## src/rtl/wwk_pkg.sv

```systemverilog
package wwk_pkg;

    typedef enum logic [1:0] {
        ST_RUN   = 2'd0,
        ST_ENTER = 2'd1,
        ST_WAIT  = 2'd2,
        ST_WAKE  = 2'd3
    } wwk_state_e;

    localparam int FL_W = 2;

    typedef enum logic [FL_W-1:0] {
        FL_STANDBY = 2'd0,
        FL_DEEP    = 2'd1,
        FL_IDLE    = 2'd2,
        FL_RSVD    = 2'd3
    } flash_lp_e;

    // reserved code folds onto standby
    function automatic flash_lp_e fl_norm(input logic [FL_W-1:0] code);
        flash_lp_e r;
        unique case (code)
            2'd1:    r = FL_DEEP;
            2'd2:    r = FL_IDLE;
            default: r = FL_STANDBY;
        endcase
        return r;
    endfunction

endpackage

```

## src/rtl/wwk_sync.sv

```systemverilog
module wwk_sync #(
    parameter int W      = 16,
    parameter int STAGES = 2
) (
    input  logic         clk,
    input  logic         rst_n,
    input  logic [W-1:0] d,
    output logic [W-1:0] q
);
    logic [W-1:0] stg [STAGES];

    always_ff @(posedge clk or negedge rst_n) begin
        if (!rst_n) begin
            for (int i = 0; i < STAGES; i++) stg[i] <= '0;
        end else begin
            stg[0] <= d;
            for (int i = 1; i < STAGES; i++) stg[i] <= stg[i-1];
        end
    end

    assign q = stg[STAGES-1];
endmodule

```

## src/rtl/wwk_wake_eval.sv

```systemverilog
module wwk_wake_eval #(
    parameter int NWAKE = 16
) (
    input  logic [NWAKE-1:0] pin_sync,
    input  logic [NWAKE-1:0] pol,
    input  logic [NWAKE-1:0] mask,
    input  logic             rtc_alarm,
    input  logic             rtc_en,
    input  logic             tmr_alarm,
    input  logic             tmr_en,
    output logic             wake_any
);
    logic [NWAKE-1:0] pin_hit;

    for (genvar i = 0; i < NWAKE; i++) begin : g_pin
        assign pin_hit[i] = mask[i] & (pin_sync[i] ~^ pol[i]);
    end

    logic alarm_hit;
    assign alarm_hit = (rtc_alarm & rtc_en) | (tmr_alarm & tmr_en);
    assign wake_any  = (|pin_hit) | alarm_hit;
endmodule

```

## src/rtl/wwk_flash_latch.sv

```systemverilog
module wwk_flash_latch
    import wwk_pkg::*;
(
    input  logic            clk,
    input  logic            rst_n,
    input  logic            capture,
    input  logic [FL_W-1:0] cfg,
    output flash_lp_e       mode_q
);
    always_ff @(posedge clk or negedge rst_n) begin
        if (!rst_n)       mode_q <= FL_STANDBY;
        else if (capture) mode_q <= fl_norm(cfg);
    end

    AST_NO_RSVD_CODE: assert property (@(posedge clk) disable iff (!rst_n)
        mode_q != FL_RSVD);
endmodule

```

## src/rtl/wwk_fsm.sv

```systemverilog
module wwk_fsm
    import wwk_pkg::*;
(
    input  logic       clk,
    input  logic       rst_n,
    input  logic       entry_req,
    input  logic       wake_any,
    input  logic       osc_ready,
    input  logic       err_clr,
    output wwk_state_e state_o,
    output logic       entry_ok,
    output logic       mck_ready,
    output logic       fast_start,
    output logic       osc_restart,
    output logic       flash_lp_active,
    output logic       entry_err
);
    wwk_state_e st, nxt;
    logic       entry_rej;

    always_comb begin
        nxt       = st;
        entry_ok  = 1'b0;
        entry_rej = 1'b0;
        unique case (st)
            ST_RUN: begin
                if (entry_req) begin
                    if (wake_any) begin
                        entry_rej = 1'b1;
                    end else begin
                        entry_ok = 1'b1;
                        nxt      = ST_ENTER;
                    end
                end
            end
            ST_ENTER: nxt = ST_WAIT;
            ST_WAIT:  if (wake_any)  nxt = ST_WAKE;
            ST_WAKE:  if (osc_ready) nxt = ST_RUN;
            default:  nxt = ST_RUN;
        endcase
    end

    always_ff @(posedge clk or negedge rst_n) begin
        if (!rst_n) st <= ST_RUN;
        else        st <= nxt;
    end

    always_ff @(posedge clk or negedge rst_n) begin
        if (!rst_n)         entry_err <= 1'b0;
        else if (entry_rej) entry_err <= 1'b1;
        else if (err_clr)   entry_err <= 1'b0;
    end

    always_comb begin
        mck_ready       = 1'b0;
        fast_start      = 1'b0;
        osc_restart     = 1'b0;
        flash_lp_active = 1'b0;
        unique case (st)
            ST_RUN:   mck_ready = 1'b1;
            ST_ENTER: flash_lp_active = 1'b1;
            ST_WAIT:  flash_lp_active = 1'b1;
            ST_WAKE: begin
                fast_start  = 1'b1;
                osc_restart = 1'b1;
            end
            default:  mck_ready = 1'b1;
        endcase
    end

    assign state_o = st;

    AST_ENTER_THEN_WAIT: assert property (@(posedge clk) disable iff (!rst_n)
        st == ST_ENTER |=> st == ST_WAIT);
    AST_WAIT_HOLDS: assert property (@(posedge clk) disable iff (!rst_n)
        (st == ST_WAIT && !wake_any) |=> st == ST_WAIT);
    AST_READY_AFTER_OSC: assert property (@(posedge clk) disable iff (!rst_n)
        $rose(mck_ready) |-> $past(osc_ready));
    AST_REJECT_STAYS_RUN: assert property (@(posedge clk) disable iff (!rst_n)
        (st == ST_RUN && entry_req && wake_any) |=> (st == ST_RUN && entry_err));
    AST_ERR_STICKY: assert property (@(posedge clk) disable iff (!rst_n)
        (entry_err && !err_clr) |=> entry_err);
    AST_SET_BEATS_CLEAR: assert property (@(posedge clk) disable iff (!rst_n)
        (st == ST_RUN && entry_req && wake_any && err_clr) |=> entry_err);
endmodule

```

## src/rtl/wait_wake_ctrl.sv

```systemverilog
module wait_wake_ctrl
    import wwk_pkg::*;
#(
    parameter int NWAKE       = 16,
    parameter int SYNC_STAGES = 2
) (
    input  logic             clk,
    input  logic             rst_n,
    input  logic             wait_req,
    input  logic             wfe_pulse,
    input  logic             lpm_en,
    input  logic [NWAKE-1:0] wk_in,
    input  logic [NWAKE-1:0] wk_pol,
    input  logic [NWAKE-1:0] wk_mask,
    input  logic             rtc_alarm,
    input  logic             rtc_alarm_en,
    input  logic             tmr_alarm,
    input  logic             tmr_alarm_en,
    input  logic [1:0]       flash_lp_cfg,
    input  logic             osc_ready,
    input  logic             err_clr,
    output logic             fast_start,
    output logic             osc_restart,
    output logic             flash_lp_active,
    output logic [1:0]       flash_lp_mode,
    output logic             mck_ready,
    output logic             entry_err
);
    logic [NWAKE-1:0] wk_sync;
    logic             wake_any;
    logic             entry_req;
    logic             entry_ok;
    wwk_state_e       state;
    flash_lp_e        fl_mode;

    // either entry path leads to the same request
    assign entry_req = wait_req | (wfe_pulse & lpm_en);

    wwk_sync #(.W(NWAKE), .STAGES(SYNC_STAGES)) u_sync (
        .clk   (clk),
        .rst_n (rst_n),
        .d     (wk_in),
        .q     (wk_sync)
    );

    wwk_wake_eval #(.NWAKE(NWAKE)) u_eval (
        .pin_sync  (wk_sync),
        .pol       (wk_pol),
        .mask      (wk_mask),
        .rtc_alarm (rtc_alarm),
        .rtc_en    (rtc_alarm_en),
        .tmr_alarm (tmr_alarm),
        .tmr_en    (tmr_alarm_en),
        .wake_any  (wake_any)
    );

    wwk_fsm u_fsm (
        .clk             (clk),
        .rst_n           (rst_n),
        .entry_req       (entry_req),
        .wake_any        (wake_any),
        .osc_ready       (osc_ready),
        .err_clr         (err_clr),
        .state_o         (state),
        .entry_ok        (entry_ok),
        .mck_ready       (mck_ready),
        .fast_start      (fast_start),
        .osc_restart     (osc_restart),
        .flash_lp_active (flash_lp_active),
        .entry_err       (entry_err)
    );

    wwk_flash_latch u_flash (
        .clk     (clk),
        .rst_n   (rst_n),
        .capture (entry_ok),
        .cfg     (flash_lp_cfg),
        .mode_q  (fl_mode)
    );

    assign flash_lp_mode = fl_mode;

    AST_FLASH_HELD: assert property (@(posedge clk) disable iff (!rst_n)
        state == ST_WAIT |-> $stable(flash_lp_mode));
    AST_WFE_GATED: assert property (@(posedge clk) disable iff (!rst_n)
        (state == ST_RUN && !wait_req && wfe_pulse && !lpm_en) |=> state == ST_RUN);
endmodule

```

## config.mk

```make
export PLATFORM = sky130hd
export DESIGN_NAME = wait_wake_ctrl
export DESIGN_NICKNAME = d
export VERILOG_FILES = /design/src/rtl/wwk_pkg.sv /design/src/rtl/wwk_sync.sv /design/src/rtl/wwk_wake_eval.sv /design/src/rtl/wwk_flash_latch.sv /design/src/rtl/wwk_fsm.sv /design/src/rtl/wait_wake_ctrl.sv
export SDC_FILE = /design/constraint.sdc
export NUM_CORES = 1
export LEC_CHECK = 0
export BUFFER_PORTS_ARGS = -buffer_cell sky130_fd_sc_hd__buf_2
export CAP_MARGIN = 5
export CORE_UTILIZATION = 49
export DETAILED_ROUTE_END_ITERATION = 12
export PLACE_DENSITY_LB_ADDON = 0.2
export SKIP_CTS_REPAIR_TIMING = 1
export SLEW_MARGIN = 20
export SYNTH_ARGS = -nofsm -noshare
export SYNTH_HDL_FRONTEND = slang
export SYNTH_HIERARCHICAL = 1
export SYNTH_SLANG_ARGS = --single-unit
```

## constraint.sdc

```tcl
create_clock -name clk -period 4.1 [get_ports clk]
set_clock_uncertainty 0.1 [all_clocks]
set_input_delay 0.205 -clock clk [delete_from_list [all_inputs] [get_ports clk]]
set_output_delay 0.205 -clock clk [all_outputs]
set_load 0.03 [all_outputs]
```

==> metrics <==
first-pass GRT wire length 3860 um; post-synthesis adder-cell area fraction 3.47%; crit path capture type flip-flop; CTS H-tree depth 2; share of layout cells above drive strength 1 40.9%; CTS buffer count 5; vias in the first global route 958; Post-Syn Area 1440 sq um; Placement Cell Area 1690 sq um; Worst Hold Class in2reg; critical path required time 4210 ps; final design area excluding fillers 1920 sq um; # port buffers 67; Synth Warn # 6; LEAKAGE 0.971 nW; Final Util 69.1%; maxcap violations 0; I/O Pins 68; Final #Nets 245; post-synth cell types 19; final worst slack 1810 ps; number of remaining DRC errors 0; Via Count 1004; post-layout min period 2290 ps; Initial Util 51.9%; initial antenna violation count 0; placed cells 186; worst-margin pin slew 774 ps; final clock period utilization by the worst path 55.9%; most common cell after layout, fill and taps aside buf_2; Fin Setup TNS 0 ps; most frequent cells in the layout buf_2 (67), dfrtp_1 (37), dlygate4sd3_1 (18), xnor2_1 (16), inv_1 (7); Die Ht 56.3 um; Synth Area in XOR/XNOR 9.71%; unrepaired setup endpoints after global routing no; core area 2780 sq um; vias per std cell 4.74; die area 3170 sq um; Fin. Hold Viols 0; Overflow after GRT 0; Detailed Place HPWL 1780 um; simple-gate share of the synthesized area 3.64%; CP max FO 3; Post-DRT Antenna Nets 0; outcome finished clean; DRT iter0 DRCs 18; pwr/cell area 445 nW/um^2; CTS Buffer Depth 2; Clk pin slew, worst setup/hold paths 100 ps; Max Freq 437 MHz; slowest CP cell a222oi_1; FFs w/ async S/R, synth 100%; worst skew pair latency 320 ps; Worst VDD drop 0.322 mV; Mapped Avg Cell Area 13.7 sq um; TritonCTS Sinks 37; multiplexer share of the synthesized area 1.47%; sequential share of the synthesized area 64.2%; Total Routed Length 2480 um; Post-synth EDFFs 0; synthesized netlist cell count 105; Top Family by Delay on Critical Path compound AO/OA/AOI/OAI gates; GPL Wtd Cong 0.678; largest net degree at the start of global routing 38; 1st-pass router iterations 4; die width 56.3 um; final non-filler cell total 212; post-synthesis compound-gate area fraction 6.85%; buffers plus inverters on the worst setup path 0; largest stage delay on the critical path 420 ps; row count 19; Slew headroom 48.4%; GRT Total Usage 16.4%; n_diodes 0; setup slack at placement 1870 ps; max-slew violations 0; CTS tree done; ys flop type dfrtp_1; final setup violation count 0; CP cell instances xnor2_1 > a22oi_1 > and4_1 > nand3_1 > nand2b_1 > a222oi_1 > mux2_1; CP Launch Type flip-flop; critical path class reg2reg; Root Buffer clkbuf_4; FF+latch count, synth 37; Worst EP arrival 2400 ps; synth-to-layout area growth 33.1%; main combinational cell family by area after synthesis buffers and inverters; Synthesized Nets 170; wire per inst 11.7 um
layer usage:
| layer | track usage, % | wire length [um] | vias to the layer above |
|---|---|---|---|
| met1 | 16.2 | 880 | 475 |
| met2 | 30.6 | 1400 | 39 |
| li1 | - | - | 484 |
| met5 | 0 | 0 | - |
| met4 | 7.67 | 53 | 0 |
| met3 | 5.53 | 144 | 6 |
cells in the mapped netlist (2+ instances only):
library cell / count / share of area [%]
a222oi_1: 3 / 2.1
buf_4: 17 / 8.8
ha_1: 4 / 3.5
a22oi_1: 6 / 3.1
xnor2_1: 16 / 9.7
nand3b_1: 2 / 1.0
o21ai_0: 2 / 0.69
nor2_1: 2 / 0.52
dfrtp_1: 37 / 64
inv_1: 7 / 1.8
flip-flops by register name (all words and copies together) (netlist names):
signal,cells
u_sync/q,16
u_flash/mode_q,2
u_sync/stg,16
u_fsm/state_o,2
u_fsm/entry_err,1
path summary, 6_finish.rpt:
check,start,to,slack (ps),cells past startpoint
max,u_sync/q[13]$_DFF_PN0_,u_fsm/state_o[1]$_DFFE_PN0P_,1810,7
min,flash_lp_cfg[1],u_flash/mode_q[1]$_DFFE_PN0P_,20,3
max reg2reg,u_sync/q[13]$_DFF_PN0_,u_fsm/state_o[1]$_DFFE_PN0P_,1810,7
min reg2reg,u_sync/stg[22]$_DFF_PN0_,u_sync/q[6]$_DFF_PN0_,250,0
max in group asynchronous,rst_n,u_sync/q[2]$_DFF_PN0_,3000,2
min in group asynchronous,rst_n,u_flash/mode_q[1]$_DFFE_PN0P_,400,2
through the flow:
step | hold slack [ps] | total power, mW
2_1_floorplan | -191 | 0.606
3_3_place_gp | 212 | 0.661
3_5_place_dp | 215 | 0.677
4_1_cts | -132 | 0.850
5_1_grt | 32.9 | 0.911
6_report | 24.3 | 0.854
worst reg2reg max path: stages (launching register included):
cell      delay [ps]
dfrtp_1          380
xnor2_1          120
a22oi_1          220
and4_1           270
nand3_1          120
nand2b_1         170
a222oi_1         420
mux2_1           390
cells by family (layout without fill, tap and decap cells):
family,after synthesis,in the layout
muxes,2,2
AOI/OAI and AO/OA,13,13
adders and majority gates,4,4
xor gates and xnor gates,16,16
DFF,37,37
buffers and inverters,24,100
and+or+nand+nor,9,9
power by group:
| part | total [mW] | switching, mW | leakage, nW | internal, mW |
|---|---|---|---|---|
| clock | 0.171 | 0.105 | 0.0320 | 0.0653 |
| combinational | 0.266 | 0.157 | 0.511 | 0.109 |
| sequential | 0.417 | 0.0177 | 0.427 | 0.400 |
| total | 0.854 | 0.280 | 0.971 | 0.574 |
final cells by class:
| cell class | instances | area, sq um |
|---|---|---|
| fill | 207 | 861 |
| multi-input combinational | 44 | 363 |
| timing repair buffer | 85 | 515 |
| sequential | 37 | 926 |
| tap | 31 | 38.8 |
| clock inverter | 2 | 10.0 |
| clock buffer | 6 | 41.3 |
| inverter | 7 | 26.3 |
(Power assumes the default switching activity.)
